<file path="config.mk">
export PLATFORM = sky130hd
export DESIGN_NAME = dma_src_addr_unit
export DESIGN_NICKNAME = d
export VERILOG_FILES = /design/src/rtl/dsa_pkg.sv /design/src/rtl/dsa_step_gen.sv /design/src/rtl/dsa_wrap_calc.sv /design/src/rtl/dsa_stop_ctrl.sv /design/src/rtl/dma_src_addr_unit.sv
export SDC_FILE = /design/constraint.sdc
export NUM_CORES = 1
export LEC_CHECK = 0
export CAP_MARGIN = 20
export CELL_PAD_IN_SITES_DETAIL_PLACEMENT = 1
export CELL_PAD_IN_SITES_GLOBAL_PLACEMENT = 1
export CORE_MARGIN = 2
export CORE_UTILIZATION = 43
export CTS_BUF_LIST = sky130_fd_sc_hd__clkbuf_8 sky130_fd_sc_hd__clkbuf_16
export CTS_CLUSTER_DIAMETER = 30
export CTS_CLUSTER_SIZE = 28
export DETAILED_ROUTE_END_ITERATION = 16
export PLACE_DENSITY_LB_ADDON = 0.05
export SLEW_MARGIN = 30
export SYNTH_ARGS = -nofsm -noshare
export SYNTH_HDL_FRONTEND = slang
export SYNTH_SLANG_ARGS = --single-unit
</file>
<file path="constraint.sdc">
create_clock -name clk -period 5.9 [get_ports clk]
set_input_delay 0.885 -clock clk [delete_from_list [all_inputs] [get_ports clk]]
set_output_delay 0.885 -clock clk [all_outputs]
set_load 0.01 [all_outputs]
</file>
<file path="src/rtl/dsa_pkg.sv">
package dsa_pkg;

    localparam int STEP_W = 3;

    typedef enum logic [1:0] {
        DIR_HOLD = 2'd0,
        DIR_UP   = 2'd1,
        DIR_DOWN = 2'd2
    } step_dir_e;

endpackage

</file>
<file path="src/rtl/dsa_step_gen.sv">
module dsa_step_gen
    import dsa_pkg::*;
(
    input  logic [1:0]        mode_i,
    input  logic [1:0]        size_i,
    input  logic              ext_single_i,
    output step_dir_e         dir_o,
    output logic [STEP_W-1:0] step_o
);

    always_comb begin
        unique case (size_i)
            2'b00:   step_o = STEP_W'(1);
            2'b01:   step_o = STEP_W'(2);
            default: step_o = STEP_W'(4);
        endcase
    end

    always_comb begin
        if (ext_single_i || !mode_i[1]) begin
            dir_o = DIR_HOLD;
        end else if (mode_i[0]) begin
            dir_o = DIR_DOWN;
        end else begin
            dir_o = DIR_UP;
        end
    end

endmodule

</file>
<file path="src/rtl/dsa_wrap_calc.sv">
module dsa_wrap_calc
    import dsa_pkg::*;
#(
    parameter int ADDR_W = 32,
    parameter int RPT_W  = 3
) (
    input  logic [ADDR_W-1:0] addr_i,
    input  step_dir_e         dir_i,
    input  logic [STEP_W-1:0] step_i,
    input  logic [RPT_W-1:0]  rpt_sel_i,
    output logic [ADDR_W-1:0] addr_nxt_o,
    output logic              ovf_o
);

    localparam logic [ADDR_W-1:0] ONE = {{(ADDR_W-1){1'b0}}, 1'b1};

    logic [ADDR_W-1:0] mask;
    logic [ADDR_W-1:0] step_a;
    logic [ADDR_W-1:0] low;
    logic [ADDR_W-1:0] raw;
    logic              ovf_raw;
    logic              rpt_on;

    always_comb begin
        rpt_on  = (rpt_sel_i != '0);
        mask    = (ONE << rpt_sel_i) - ONE;
        step_a  = {{(ADDR_W-STEP_W){1'b0}}, step_i};
        low     = addr_i & mask;
        raw     = addr_i;
        ovf_raw = 1'b0;
        unique case (dir_i)
            DIR_UP: begin
                raw     = addr_i + step_a;
                ovf_raw = ({1'b0, low} + {1'b0, step_a}) > {1'b0, mask};
            end
            DIR_DOWN: begin
                raw     = addr_i - step_a;
                ovf_raw = (low < step_a);
            end
            default: begin
                raw     = addr_i;
                ovf_raw = 1'b0;
            end
        endcase
        if (rpt_on) begin
            addr_nxt_o = (addr_i & ~mask) | (raw & mask);
            ovf_o      = ovf_raw;
        end else begin
            addr_nxt_o = raw;
            ovf_o      = 1'b0;
        end
    end

endmodule

</file>
<file path="src/rtl/dsa_stop_ctrl.sv">
module dsa_stop_ctrl (
    input  logic blk_mode_i,
    input  logic blk_end_i,
    input  logic active_i,
    input  logic ovf_evt_i,
    input  logic pend_i,
    output logic raise_o,
    output logic pend_nxt_o
);

    logic pend_any;

    always_comb begin
        pend_any = pend_i | ovf_evt_i;
        if (blk_mode_i) begin
            raise_o    = active_i & blk_end_i & pend_any;
            pend_nxt_o = raise_o ? 1'b0 : pend_any;
        end else begin
            raise_o    = ovf_evt_i;
            pend_nxt_o = raise_o ? 1'b0 : pend_i;
        end
    end

endmodule

</file>
<file path="src/rtl/dma_src_addr_unit.sv">
module dma_src_addr_unit
    import dsa_pkg::*;
#(
    parameter int ADDR_W = 32,
    parameter int RPT_W  = 3
) (
    input  logic              clk,
    input  logic              rst_n,
    input  logic [1:0]        mode_i,
    input  logic [1:0]        size_i,
    input  logic [RPT_W-1:0]  rpt_sel_i,
    input  logic              rpt_irq_en_i,
    input  logic              blk_mode_i,
    input  logic              xfer_done_i,
    input  logic              blk_end_i,
    input  logic              irq_en_i,
    input  logic              ext_single_i,
    input  logic              addr_wr_i,
    input  logic [ADDR_W-1:0] addr_wdata_i,
    input  logic              act_set_i,
    input  logic              irf_clr_i,
    output logic [ADDR_W-1:0] addr_o,
    output logic              active_o,
    output logic              irf_o,
    output logic              irq_o
);

    typedef struct packed {
        logic [ADDR_W-1:0] addr;
        logic              active;
        logic              irf;
        logic              pend;
    } state_t;

    state_t state_d, state_q;

    step_dir_e         dir;
    logic [STEP_W-1:0] step;
    logic [ADDR_W-1:0] addr_nxt;
    logic              ovf;
    logic              upd;
    logic              ovf_evt;
    logic              raise;
    logic              pend_nxt;

    dsa_step_gen u_step (
        .mode_i       (mode_i),
        .size_i       (size_i),
        .ext_single_i (ext_single_i),
        .dir_o        (dir),
        .step_o       (step)
    );

    dsa_wrap_calc #(
        .ADDR_W (ADDR_W),
        .RPT_W  (RPT_W)
    ) u_wrap (
        .addr_i     (state_q.addr),
        .dir_i      (dir),
        .step_i     (step),
        .rpt_sel_i  (rpt_sel_i),
        .addr_nxt_o (addr_nxt),
        .ovf_o      (ovf)
    );

    assign upd     = state_q.active & xfer_done_i;
    assign ovf_evt = upd & ovf & rpt_irq_en_i & (rpt_sel_i != '0);

    dsa_stop_ctrl u_stop (
        .blk_mode_i (blk_mode_i),
        .blk_end_i  (blk_end_i),
        .active_i   (state_q.active),
        .ovf_evt_i  (ovf_evt),
        .pend_i     (state_q.pend),
        .raise_o    (raise),
        .pend_nxt_o (pend_nxt)
    );

    always_comb begin
        state_d = state_q;
        if (upd) begin
            state_d.addr = addr_nxt;
        end else if (!state_q.active && addr_wr_i) begin
            state_d.addr = addr_wdata_i;
        end
        if (act_set_i) begin
            state_d.active = 1'b1;
        end
        if (raise) begin
            state_d.active = 1'b0;
        end
        if (irf_clr_i) begin
            state_d.irf = 1'b0;
        end
        if (raise) begin
            state_d.irf = 1'b1;
        end
        state_d.pend = pend_nxt;
    end

    always_ff @(posedge clk or negedge rst_n) begin
        if (!rst_n) begin
            state_q <= '0;
        end else begin
            state_q <= state_d;
        end
    end

    assign addr_o   = state_q.addr;
    assign active_o = state_q.active;
    assign irf_o    = state_q.irf;
    assign irq_o    = state_q.irf & irq_en_i;

endmodule

</file>
==> metrics.md <==
| Metric | Value |
|---|---|
| Status | `complete, no violations` |
| Slew headroom | `34.4%` |
| Met3 usage | `3.33%` |
| Syn Inst Count | `591` |
| Post-synth top area share | `between 15 and 20%` |
| GPL Wtd Cong | `0.919` |
| Clk Tree Root Cell | `clkbuf_8` |
| Reg-to-Reg End | `state_q[0]` |
| Final setup vio count | `0` |
| Maximum clock path buffer count | `2` |
| F_max | `185 MHz` |
| Postcts setup bufs | `0` |
| Mapped Avg Cell Area | `7.81 µm²` |
| CTS Hold Bufs | `0` |
| Primary FF master, synth | `dfrtp_1` |
| Setup Skew | `7.32 ps` |
| Final antenna-violating net count | `0` |
| Vias in the first global route | `5,236` |
| Least-Margin Pin Slew | `slightly below 1000 ps` |
| Endpoint required time on the critical path | `~6000 ps` |
| Clk_lat worst skew | `310 ps` |
| GR Util met1 | `36.8%` |
| GRT Max-Usage Layer | `met2` |
| Setup TNS | `0 ps` |
| Overflow after GRT | `0` |
| Post-Place Setup Slack | `194 ps` |
| Crit path from | `rpt_sel_i[2]` |
| GR Util All Layers | `29.8%` |
| Commonest non-fill, non-tap cell in the layout | `clkdlybuf4s50_1` |
| Area of the multi-input gates | `between 0.003 and 0.004 mm²` |
| Clock transition at path regs | `around 80 ps` |
| Pleak | `between 0.002 and 0.003 µW` |
| Inserted Diodes | `0` |
| Port buffer count | `84` |
| First-pass iteration count of the detailed router | `5` |
| Hold crit path type | `input port to async pin` |
| Area delta synth->final | `25.5%` |
| DIE HEIGHT | `about 110 µm` |
| Yosys warns | `0` |
| Total core area | `0.0104 mm²` |
| CTS H-tree lvls | `2` |
| Pin count of the biggest net entering global routing | `36` |
| Area leader, netlist | `ha_1` |
| Routed WL per cell | `20.6 µm` |
| Mapped cell area | `0.00462 mm²` |
| Synth Register Bits | `35` |
| Peak supply drop | `~0.21 mV` |
| Fin util | `55.9%` |
| Share of cells above drive strength 1 | `4.07%` |
| Initial Utilization | `between 40% and 50%` |
| Number of synthesized flops with an enable pin | `0` |
| Sequential Area | `876 µm²` |
| Largest cells by area after synthesis | `ha_1, dfrtp_1, a21oi_1` |
| Post-synthesis cell type count | `55` |
| Fin crit period | `roughly 5400 ps` |
| Final WS setup | `a little under 500 ps` |
| Cts bufs inserted | `5` |
| Vias per cell | `6.14` |
| Tcrit/Tclk final | `91.7%` |
| WL final | `17,000 µm` |
| First-pass GRT wire length | `approximately 27,000 µm` |
| Final Hold Fails | `0` |
| TritonCTS clock tree | `built` |
| Final nets | `811` |
| Crit path DAT | `5610 ps` |
| Most frequent cells in the layout | `clkdlybuf4s50_1, ha_1, a21oi_1` |
| WS Path Type | `input port to flop` |
| Post-CTS sizing | `0` |
| Sequential-to-total area share from yosys stat | `a little under a fifth` |
| R2R depth | `18` |
| IO Count | `85` |
| Reg2Reg Setup Slack | `~1900 ps` |
| Post-DP HPWL | `roughly 14,000 µm` |
| CP max FO | `10` |
| Global routing usage on met2 | `53.4%` |
| Total number of vias | `5,063` |
| Max-slew violation count | `0` |
| Rows | `37` |
| Initial antenna violation count | `0` |
| Crit end category | `flop` |
| Worst setup endpoint | `state_q[0]` |
| # fillers | `1,327` |
| Drt drc | `0` |
| 1st-iter DRT viols | `236` |
| Type of origin of the critical path | `input port` |
| Power Density | `approximately 350 mW/mm²` |
| Die area | `between 0.01 and 0.015 mm²` |
| Share of synthesized registers carrying an async set or reset | `100%` |
| RSZ-0062 raised after global routing | `no` |
| Max-cap violation count | `0` |
| Clock Sinks | `35` |
| Chip width | `108 µm` |
[kinds of logic after synthesis]
family | share of synthesized area [%]
AO/OA/AOI/OAI | 28.7
AND/OR/NAND/NOR | 19.7
adder cells (fa/ha/maj) | 20.4
buffers and inverters | 4.04
flip-flops | 19.0
XOR/XNOR | 6.45
multiplexers | 1.57
other | 0.163
[synthesized netlist by cell type, types with 3 or more instances]
master / instances
nand4_1: 11
nor3_1: 13
o21bai_1: 6
xnor2_1: 20
or3_1: 6
and3_1: 17
o21ai_1: 8
o21ai_0: 43
a211oi_1: 3
xor2_1: 14
mux2i_1: 5
a221oi_1: 3
a22oi_1: 15
and4_1: 3
a21o_1: 25
nand2_1: 44
and2_1: 7
ha_1: 72
o211ai_1: 6
inv_1: 25
o31ai_1: 5
nand2b_1: 7
a21oi_1: 58
nor2b_1: 9
o22ai_1: 4
o22a_1: 3
dfrtp_1: 35
nor2_1: 41
o21a_1: 5
nand3_1: 18
a31oi_1: 7
clkbuf_1: 18
buf_2: 4
[area by class of cell]
type / count / share of cell area (%)
tap: 136 / 2.94
clock buffer: 7 / 1.66
timing repair buffer: 96 / 16.2
multi-input combinational: 524 / 62.4
clock inverter: 1 / 0.0648
sequential: 35 / 15.1
inverter: 25 / 1.62
[report_power, final]
group | total (µW) | switching (µW) | internal [µW]
Sequential | 528 | 186 | 342
Combinational | 1320 | 695 | 625
Clock | 208 | 103 | 105
Total | 2060 | 985 | 1070
[metal layers]
layer | wire length [µm] | up-vias | part of all wire (%)
met2 | 8630 | 141 | 51
met1 | 7270 | 2513 | 43
li1 | - | 2365 | -
met5 | 0 | - | 0
met4 | 508 | 0 | 3.0
met3 | 596 | 44 | 3.5
[worst max-delay path, cell delays in order]
cell	delay [ps]
clkdlybuf4s50_1	580
nor3_1	320
inv_1	100
ha_1	350
nor2b_1	300
ha_1	300
inv_1	90
a21oi_1	70
nor2_1	90
nor2_1	60
or3_1	400
nor3_1	250
xnor2_1	160
ha_1	270
a21o_1	170
a21o_1	190
o211ai_1	160
a21oi_1	60
o211ai_1	180
a31oi_1	170
or3_1	340
o211a_1	120
[how the worst min path moves through the flow]
stage / startpoint / end / cells past startpoint
after floorplan: flop / flop / 1
after global placement: irf_o / irf_o / 2
after detailed placement: irf_o / irf_o / 2
after CTS: irf_o / irf_o / 2
after global routing: rst_n / async pin / 1
final: rst_n / async pin / 1
[metrics by stage]
stage | total power (µW) | cell area, µm² | hold slack [ps] | cells
2_1_floorplan | 1280 | 4680 | 525 | 607
3_3_place_gp | 1780 | 5670 | 532 | 815
3_5_place_dp | 1830 | 5670 | 539 | 815
4_1_cts | 2050 | 5770 | 549 | 823
5_1_grt | 2210 | 5790 | 492 | 824
6_report | 2060 | 5790 | 482 | 824
Power figures use the tool's default switching activity.
